## src/rtl/seg_chk_pkg.sv

```systemverilog
package seg_chk_pkg;

    localparam int ADDR_W  = 32;
    localparam int LIM_W   = 20;
    localparam int PAGE_SH = ADDR_W - LIM_W;
    localparam int SMALL_W = 16;

    typedef struct packed {
        logic [ADDR_W-1:0] base;
        logic [LIM_W-1:0]  lim;
        logic              gran;
        logic              big;
        logic              down;
    } seg_desc_t;

    typedef enum logic [1:0] {
        SZ_BYTE = 2'b00,
        SZ_HALF = 2'b01,
        SZ_WORD = 2'b10,
        SZ_WIDE = 2'b11
    } acc_size_e;

    typedef struct packed {
        logic [ADDR_W-1:0] off;
        acc_size_e         size;
        logic              stack;
    } seg_acc_t;

    // number of extra bytes beyond the first one
    function automatic logic [2:0] size_extra(acc_size_e s);
        case (s)
            SZ_BYTE: size_extra = 3'd0;
            SZ_HALF: size_extra = 3'd1;
            default: size_extra = 3'd3;
        endcase
    endfunction

endpackage

```

## src/rtl/seg_lim_expand.sv

```systemverilog
module seg_lim_expand
    import seg_chk_pkg::*;
#(
    parameter int AW = ADDR_W,
    parameter int LW = LIM_W
) (
    input  logic [LW-1:0] raw_lim,
    input  logic          gran,
    output logic [AW-1:0] eff_lim
);
    localparam int SH = AW - LW;

    logic [AW-1:0] byte_lim;
    logic [AW-1:0] page_lim;

    generate
        if (SH > 0) begin : g_shift
            assign byte_lim = {{SH{1'b0}}, raw_lim};
            assign page_lim = {raw_lim, {SH{1'b1}}};
        end else begin : g_flat
            assign byte_lim = raw_lim[AW-1:0];
            assign page_lim = raw_lim[AW-1:0];
        end
    endgenerate

    assign eff_lim = gran ? page_lim : byte_lim;

endmodule

```

## src/rtl/seg_range_check.sv

```systemverilog
module seg_range_check
    import seg_chk_pkg::*;
#(
    parameter int AW = ADDR_W,
    parameter int SW = SMALL_W
) (
    input  logic [AW-1:0] eff_lim,
    input  logic          big,
    input  logic          down,
    input  logic [AW-1:0] off,
    input  acc_size_e     size,
    output logic          in_range
);
    logic [AW:0]   last_ext;
    logic          carry;
    logic [AW-1:0] last;
    logic [AW-1:0] upper;
    logic          up_ok;
    logic          dn_ok;

    always_comb begin
        last_ext = {1'b0, off} + {{(AW-2){1'b0}}, size_extra(size)};
        carry    = last_ext[AW];
        last     = last_ext[AW-1:0];
        upper    = big ? {AW{1'b1}} : {{(AW-SW){1'b0}}, {SW{1'b1}}};
        up_ok    = !carry && (last <= eff_lim);
        dn_ok    = !carry && (off > eff_lim) && (last <= upper);
        in_range = down ? dn_ok : up_ok;
    end

endmodule

```

## src/rtl/seg_lin_addr.sv

```systemverilog
module seg_lin_addr
    import seg_chk_pkg::*;
#(
    parameter int AW = ADDR_W
) (
    input  logic [AW-1:0] base,
    input  logic [AW-1:0] off,
    output logic [AW-1:0] lin
);
    assign lin = base + off;
endmodule

```

## src/rtl/seg_bound_check.sv

```systemverilog
module seg_bound_check
    import seg_chk_pkg::*;
#(
    parameter int AW = ADDR_W,
    parameter int LW = LIM_W
) (
    input  logic          clk,
    input  logic          rst,
    input  logic          req_vld,
    input  logic [AW-1:0] dsc_base,
    input  logic [LW-1:0] dsc_lim,
    input  logic          dsc_gran,
    input  logic          dsc_big,
    input  logic          dsc_down,
    input  logic [AW-1:0] acc_off,
    input  logic [1:0]    acc_size,
    input  logic          acc_stack,
    output logic          rsp_vld,
    output logic [AW-1:0] rsp_lin,
    output logic          rsp_gp_flt,
    output logic          rsp_stk_flt
);
    seg_desc_t     desc;
    seg_acc_t      acc;
    logic [AW-1:0] eff_lim;
    logic          in_range;
    logic [AW-1:0] lin_d;

    assign desc = '{base: dsc_base, lim: dsc_lim, gran: dsc_gran,
                    big: dsc_big, down: dsc_down};
    assign acc  = '{off: acc_off, size: acc_size_e'(acc_size), stack: acc_stack};

    seg_lim_expand #(.AW(AW), .LW(LW)) u_expand (
        .raw_lim (desc.lim),
        .gran    (desc.gran),
        .eff_lim (eff_lim)
    );

    seg_range_check #(.AW(AW), .SW(SMALL_W)) u_range (
        .eff_lim  (eff_lim),
        .big      (desc.big),
        .down     (desc.down),
        .off      (acc.off),
        .size     (acc.size),
        .in_range (in_range)
    );

    seg_lin_addr #(.AW(AW)) u_lin (
        .base (desc.base),
        .off  (acc.off),
        .lin  (lin_d)
    );

    always_ff @(posedge clk) begin
        if (rst) begin
            rsp_vld     <= 1'b0;
            rsp_lin     <= '0;
            rsp_gp_flt  <= 1'b0;
            rsp_stk_flt <= 1'b0;
        end else begin
            rsp_vld     <= req_vld;
            rsp_lin     <= lin_d;
            rsp_gp_flt  <= req_vld && !in_range && !acc.stack;
            rsp_stk_flt <= req_vld && !in_range && acc.stack;
        end
    end

    p_one_fault_r8: assert property (@(posedge clk) disable iff (rst)
        !(rsp_gp_flt && rsp_stk_flt));

    p_stack_route_r8: assert property (@(posedge clk) disable iff (rst)
        (req_vld && acc_stack) |=> !rsp_gp_flt);

    p_latency_r9: assert property (@(posedge clk) disable iff (rst)
        req_vld |=> rsp_vld);

    p_idle_quiet_r9: assert property (@(posedge clk) disable iff (rst)
        !req_vld |=> (!rsp_vld && !rsp_gp_flt && !rsp_stk_flt));

    p_lin_sum_r7: assert property (@(posedge clk) disable iff (rst)
        req_vld |=> (rsp_lin == $past(dsc_base) + $past(acc_off)));

    p_nofault_page_zero_r2: assert property (@(posedge clk) disable iff (rst)
        (req_vld && !dsc_down && dsc_gran && dsc_lim == '0 &&
         acc_size == 2'b00 && acc_off < AW'(4096)) |=> (!rsp_gp_flt && !rsp_stk_flt));

endmodule

```

## config.mk

```make
export PLATFORM = sky130hd
export DESIGN_NAME = seg_bound_check
export DESIGN_NICKNAME = d
export VERILOG_FILES = /design/src/rtl/seg_chk_pkg.sv /design/src/rtl/seg_lim_expand.sv /design/src/rtl/seg_range_check.sv /design/src/rtl/seg_lin_addr.sv /design/src/rtl/seg_bound_check.sv
export SDC_FILE = /design/constraint.sdc
export NUM_CORES = 1
export LEC_CHECK = 0
export BUFFER_PORTS_ARGS = -buffer_cell sky130_fd_sc_hd__buf_4
export CAP_MARGIN = 20
export CORE_MARGIN = 1.5
export CORE_UTILIZATION = 52
export CTS_BUF_LIST = sky130_fd_sc_hd__clkbuf_2 sky130_fd_sc_hd__clkbuf_4 sky130_fd_sc_hd__clkbuf_8
export DETAILED_ROUTE_END_ITERATION = 16
export GPL_TIMING_DRIVEN = 1
export PLACE_DENSITY = 0.8
export SLEW_MARGIN = 30
export SYNTH_ARGS = -nofsm -noshare
export SYNTH_HDL_FRONTEND = slang
export SYNTH_HIERARCHICAL = 1
export SYNTH_SLANG_ARGS = --single-unit
```

## constraint.sdc

```tcl
create_clock -name clk -period 3.5 [get_ports clk]
set_input_delay 0.175 -clock clk [delete_from_list [all_inputs] [get_ports clk]]
set_output_delay 0.175 -clock clk [all_outputs]
set_load 0.01 [all_outputs]
```

---- After elaboration in Yosys (flattened, before gate mapping) ----
Index checks and enable logic that the tools add are counted.
storage, ports and cells
  bits in registers ....................... 35
  latch bits .............................. 0
  memory bits (writable) .................. 0
  ROM bits ................................ 0
  input port bits ......................... 93
  output and inout port bits .............. 35
  memories kept ........................... 0
operators by class
  $add $sub $neg .......................... 2
  multiply operators ...................... 0
  div/mod/pow operators ................... 0
  magnitude comparators ................... 3
  eq/ne operators ......................... 1
  shift-type cells ........................ 0
  muxes and demuxes ....................... 4
  bitwise gates (word level) .............. 0
  reduce and logical (&&, ||, !) cells .... 10
operator list
  cell                                                 number
  <= comparator 32 bit                                 2
  two-way mux 32 bit                                   2
  adder 32 x 2 -> 33 bit                               1
  adder 32 bit                                         1
  greater-than comparator 32 bit                       1
  logical AND 1 bit                                    6
  case mux 2 bit (2 select lines)                      1
  zero test 1 bit                                      3
  equality test 2 x 1 -> 1 bit, second input constant  1
  zero test 2 bit                                      1
  two-way mux 1 bit                                    1

---- Depth between registers and ports, before layout ----
  depth after elaboration ................. 10
  mapped depth ............................ 18
  gate-level depth less buffers ........... 18

---- Cells and area by module ----
Netlist, hierarchy kept.
modules (own cells, without submodules)
  module           times used  cells an instance  area each (µm²)  seq. area each (µm²)
  seg_range_check  1           344                2,597.5          0.0
  seg_lin_addr     1           241                1,744.2          0.0
  seg_bound_check  1           73                 954.7            700.7
  seg_lim_expand   1           35                 286.5            0.0

---- Worst setup path before layout ----
Ideal clock, no wire load.
  kind .................................... input -> register
  start ................................... input port acc_size[1]
  end ..................................... register rsp_stk_flt
  setup time .............................. 0.122 ns
  arrival ................................. 3.351 ns
  required time ........................... 3.378 ns
  path slack .............................. 0.027 ns
  stages on the path ...................... 18
  path buffers ............................ 0
  cell sequence ........................... or2_2 > ha_1 > inv_1 > fa_1 > nand2b_1 > nor3_4 > nand3_2 > nor2_1 > xnor2_1 > ha_1 > nand4_1 > or4_1 > nor3_1 > nand4_1 > and4b_1 > a31oi_1 > o2bb2ai_2 > nor4bb_1
on the way
  longest elaborated chain between the ends .. 10
  elaborated cells between the ends (all ways) .. 14
  those cells by class .................... add/sub: 1; order compare: 2; eq/ne: 1; mux: 2; reduce/logical: 8
ends and longest elaborated chain
  what                                                                          line                   RTL
  start, declared                                                               seg_bound_check.sv:16  input logic [1:0] acc_size,
  equality test 2 x 1 -> 1 bit / zero test 2 bit (equally long branches)        seg_chk_pkg.sv:31      case (s)
  case mux 2 bit (2 select lines) *                                             seg_chk_pkg.sv:31
  adder 32 x 2 -> 33 bit *                                                      seg_range_check.sv:22  last_ext = {1'b0, off} + {{(AW-2){1'b0}}, size_extra(size)};
  parallel branches: the longest is 3 deep, another holds <= comparator 32 bit  -
  two-way mux 1 bit *                                                           seg_range_check.sv:28  in_range = down ? dn_ok : up_ok;
  via in_range                                                                  seg_bound_check.sv:26  logic in_range;
  zero test 1 bit *                                                             seg_bound_check.sv:64  rsp_stk_flt <= req_vld && !in_range && acc.stack;
  logical AND 1 bit * (2 in series)                                             seg_bound_check.sv:64
  end signal, assigned                                                          seg_bound_check.sv:64
  end, declared                                                                 seg_bound_check.sv:21  output logic rsp_stk_flt
Mark *: on every way through the listed nets, which the timed path passes.
A chain may end at the register's enable or synchronous reset.

---- Final worst setup path ----
Same ends and word-level chain as after synthesis.

==> reports/qor_table.md <==
| Stage | Quantity | This run |
| --- | --- | --- |
| final layout | Proportion of layout cells with a drive suffix above 1 | 26.3% |
| status | Outcome | finished, final reports clean |
| timing | Total Neg Setup Slack | 0 ns |
| floorplanning | Die width | 107 um |
| logic synthesis | Dominant cells by area after synthesis | ha_1, dfxtp_1, xnor2_1, a21oi_1, a21o_1 |
| power and ir drop | Static power due to leakage | 0.00348 uW |
| placement | Placed instance area | 0.00684 mm2 |
| worst hold path | Min-Delay Startpoint | acc_stack |
| logic synthesis | Share of cell area taken by muxes after synthesis | 2.38% |
| power and ir drop | Peak ir drop on the vdd network | 0.189 mV |
| critical path | Required time worst endpoint | 3.68 ns |
| logic synthesis | Synth Warn # | 6 |
| logic synthesis | Number of storage elements in the synthesis netlist | 35 |
| timing | Final setup violation count | 0 |
| routing | DRC viols | 0 |
| placement | Number of input and output port buffers inserted | 127 |
| worst hold path | Worst Hold Endpoint | rsp_gp_flt |
| routing | Number of DRC markers after the initial detailed-route iteration | 319 |
| critical path | Critical path class | in -> reg |
| logic synthesis | Most used DFF post-synth | dfxtp_1 |
| logic synthesis | Net count after synthesis | 901 |
| critical path | Max incr delay on CP | 0.53 ns |
| power and ir drop | Power consumption | 1750 uW |
| final layout | Design Area, Final | 0.00701 mm2 |
| critical path | Data arrival time at the worst-slack endpoint | 3.64 ns |
| critical path | Crit. End Element | register |
| logic synthesis | Area of the mapped netlist | 0.00558 mm2 |
| critical path | Critical path's slowest cell | or4_4 |
| flow run | Max-cap violation count | 0 |
| floorplanning | Core box area | 0.0104 mm2 |
| timing | Final clock period utilization by the worst path | 99.0% |
| timing | Actual transition at the worst max-transition pin | 0.703 ns |
| grt | Wire length of the first global-routing pass | 26.6 mm |
| logic synthesis | Count of mapped cells out of synthesis | 693 |
| critical path | CP startpoint kind | primary input |
| grt | Number of global-route vias before repair | 5535 |
| placement | Final weighted congestion in routability-driven placement | 0.990 |
| timing | Worst relative slew slack | 53.2% |
| logic synthesis | Combinational family with the most area after synthesis | adder cells |
| timing | RSZ-0062 raised after global routing | true |
| grt | GRT Util Overall | 29.1% |
| worst hold path | Hold Path Stages | 2 |
| timing | Final critical-path required period | 3.46 ns |
| routing | DR vias | 5683 |
| clock tree | Clock net sink count | 35 |
| routing | Number of detailed-route iterations in the first pass | 4 |
| final layout | Layout Area Growth over Synthesis | 25.6% |
| worst hold path | Type of the worst min-delay path | in -> reg |
| routing | Count of nets left with antenna violations after detail routing | 0 |
| critical path | Start point of the critical path | acc_size[1] |
| logic synthesis | Number of distinct standard cells referenced by the synthesized netlist | 79 |
| critical path | Crit-path max FO | 4 |
| logic synthesis | Largest area contributor in the netlist | ha_1 |
| power and ir drop | Power density over cell area | 250 mW/mm2 |
| critical path | Cells along the critical path | buf_6 > or2_4 > ha_4 > inv_2 > fa_2 > nand2b_4 > nor3_4 > nand3_4 > nor2_4 > xnor2_2 > ha_1 > nand4_1 > or4_4 > nor3_2 > nand4_1 > and4b_1 > a31oi_2 > o2bb2ai_2 > nor4bb_1 |
| placement | Half-perimeter wire length after placement | 14.0 mm |
| final layout | Count of inserted antenna diode cells | 0 |
| clock tree | TritonCTS buffer count | 5 |
| clock tree | Clock root buffer | clkbuf_8 |
| grt | Final global-route overflow total | 0 |
| clock tree | Number of hold buffers added after cts | 0 |
| grt | Maximum number of pins on one net before global-route repair | 36 |
| floorplanning | Vert. Die Dim | 107 um |
| final layout | Filler cell count | 889 |
| clock tree | Clock edge transition at the registers on the reported setup and hold paths | 0.08 ns |
| clock tree | Buffers from clock root to sink, at most | 2 |
| floorplanning | Boundary pin count | 128 |
| routing | Drt via density | 5.82 |
| timing | Total count of hold-check failures in the final report | 0 |
| logic synthesis | Fraction of synthesized cell area in xor and xnor cells | 9.10% |
| final layout | Number of nets in the layout | 1048 |
| logic synthesis | Share of synthesized area occupied by flip-flops and latches | 12.6% |
| critical path | Cell occurring most often along the worst timing path | nand4_1 |
| logic synthesis | Area share of the leading cell type in the synthesized netlist | 25.3% |
| logic synthesis | Share of synthesized cell area in and, or, nand and nor gates | 25.0% |
| logic synthesis | Number of flops mapped to enable cells by yosys | 0 |
| floorplanning | Std cell rows | 37 |
| logic synthesis | Post-Synthesis Mean Instance Area | 8.06 um2 |
| timing | Final slew viol count | 0 |
| routing | Total Routed Length | 16.6 mm |
| routing | Routed wire length per instance | 17.0 um |
| logic synthesis | Synth async-reset ratio | 0% |
| logic synthesis | Fraction of the mapped netlist area in compound gates | 20.0% |
| logic synthesis | Post-Synth Adder-Cell Area | 26.0% |
| timing | Highest achievable clock rate | 289 MHz |
| clock tree | Clock tree from TritonCTS | yes |
| floorplanning | Die Outline Area | 0.0114 mm2 |
| floorplanning | Starting utilization of the core area | 53.8% |
| clock tree | H-tree Lvls | 2 |
| grt | Number of antenna violations at the first check in global routing | 0 |
[cell type report]
cell class,instances,area [um2],share of cell area (%)
tap,136,170,2.43
clock inverter,1,5.00,0.0714
inverter,48,180,2.57
timing repair buffer,159,1200,17.1
sequential,35,701,9.99
multi-input combinational,591,4670,66.6
clock buffer,6,82.6,1.18
[critical path: cells and delay by family]
family	cells	cell delay [ns]
AND/OR/NAND/NOR	11	2.14
adder cells (fa/ha/maj)	3	0.79
AO/OA/AOI/OAI	2	0.34
buffers and inverters	2	0.11
XOR/XNOR	1	0.09
[metrics by stage]
| stage | worst slack, ns | util, % | instances | hold WS [ns] |
|---|---|---|---|---|
| after floorplan | 0.0271 | - | 693 | 0.247 |
| final | 0.0363 | 67.6 | 976 | 0.0579 |
| after global routing | -0.133 | 67.6 | 976 | 0.0508 |
| after global placement | -0.190 | 66.0 | 968 | 0.377 |
| after detailed placement | -0.305 | 66.0 | 968 | 0.379 |
| after CTS | 0.0217 | 66.8 | 975 | 0.0533 |
[cells in the mapped netlist (3+ instances only)]
cell      count
and3_1        8
xor2_1       21
nor4_1        3
o21bai_1      4
or2_2        16
o21ai_0      22
nand2_1      52
nand2b_1      3
o211ai_1      3
nand4_1      26
inv_1        48
mux2_4        6
nor2_1       25
ha_1        113
a31oi_1       4
nor3_1        6
nor2b_1      33
and2_1       11
xnor2_1      37
and4_1        7
a221oi_1      5
buf_2         5
a21o_1       31
o21a_1        3
clkbuf_1      9
dfxtp_1      35
nand3_1      27
a21oi_1      60
a211oi_1      4
[layout by cell type, fill, tap and decap left out, types with 3 or more instances in the layout]
master	n
buf_4	157
ha_1	112
a21oi_1	60
nand2_1	52
inv_1	47
xnor2_1	36
dfxtp_1	35
nor2b_1	33
a21o_1	31
nand3_1	27
nand4_1	26
nor2_1	23
o21ai_0	22
xor2_1	21
or2_2	15
and2_1	11
and4_1	7
and3_1	7
clkbuf_8	6
mux2_4	6
nor3_1	5
a221oi_1	5
o21bai_1	4
a211oi_1	4
o211ai_1	3
o21a_1	3
nor4_1	3
a31oi_1	3
nor2_4	3
[logic make-up (layout without fill, tap and decap cells)]
logic type | after synthesis | count (layout)
AND/OR/NAND/NOR | 243 | 243
AO/OA/AOI/OAI | 165 | 165
adder cells (fa/ha/maj) | 115 | 115
buffers and inverters | 67 | 214
XOR/XNOR | 58 | 58
flip-flops | 35 | 35
multiplexers | 10 | 10
[worst max path at each step]
stage | slack, ns | endpoint | depth (start not counted)
2_1_floorplan | 0.03 | rsp_stk_flt | 18
3_3_place_gp | -0.19 | rsp_stk_flt | 19
3_5_place_dp | -0.31 | rsp_stk_flt | 19
4_1_cts | 0.02 | rsp_stk_flt | 19
5_1_grt | -0.13 | rsp_stk_flt | 19
6_report | 0.04 | rsp_stk_flt | 19
[timing repair]
action                     in CTS  in global routing
setup endpoints to repair       0                  2
gates resized for setup         0                 17
buffers inserted                0                  1
[metal layers]
layer	up-vias	GRT usage [%]	share of wire, %
met4	0	11.4	2.8
met3	31	2.43	6.0
li1	2812	-	-
met2	212	48.5	46
met1	2628	38.7	45
met5	-	0	0
[report_power, final]
group | switching (uW) | internal (uW) | leakage, uW | total [uW]
combinational | 502 | 473 | 0.00314 | 974
sequential | 14.0 | 451 | 0.000291 | 465
clock | 161 | 155 | 0.0000470 | 315
total | 676 | 1080 | 0.00348 | 1750
[flip-flops by register name, summed over array words and instances, names as in the netlist]
signal	count
rsp_lin	32
rsp_gp_flt	1
rsp_stk_flt	1
rsp_vld	1
Note: power is estimated with default switching activity, not from simulation.
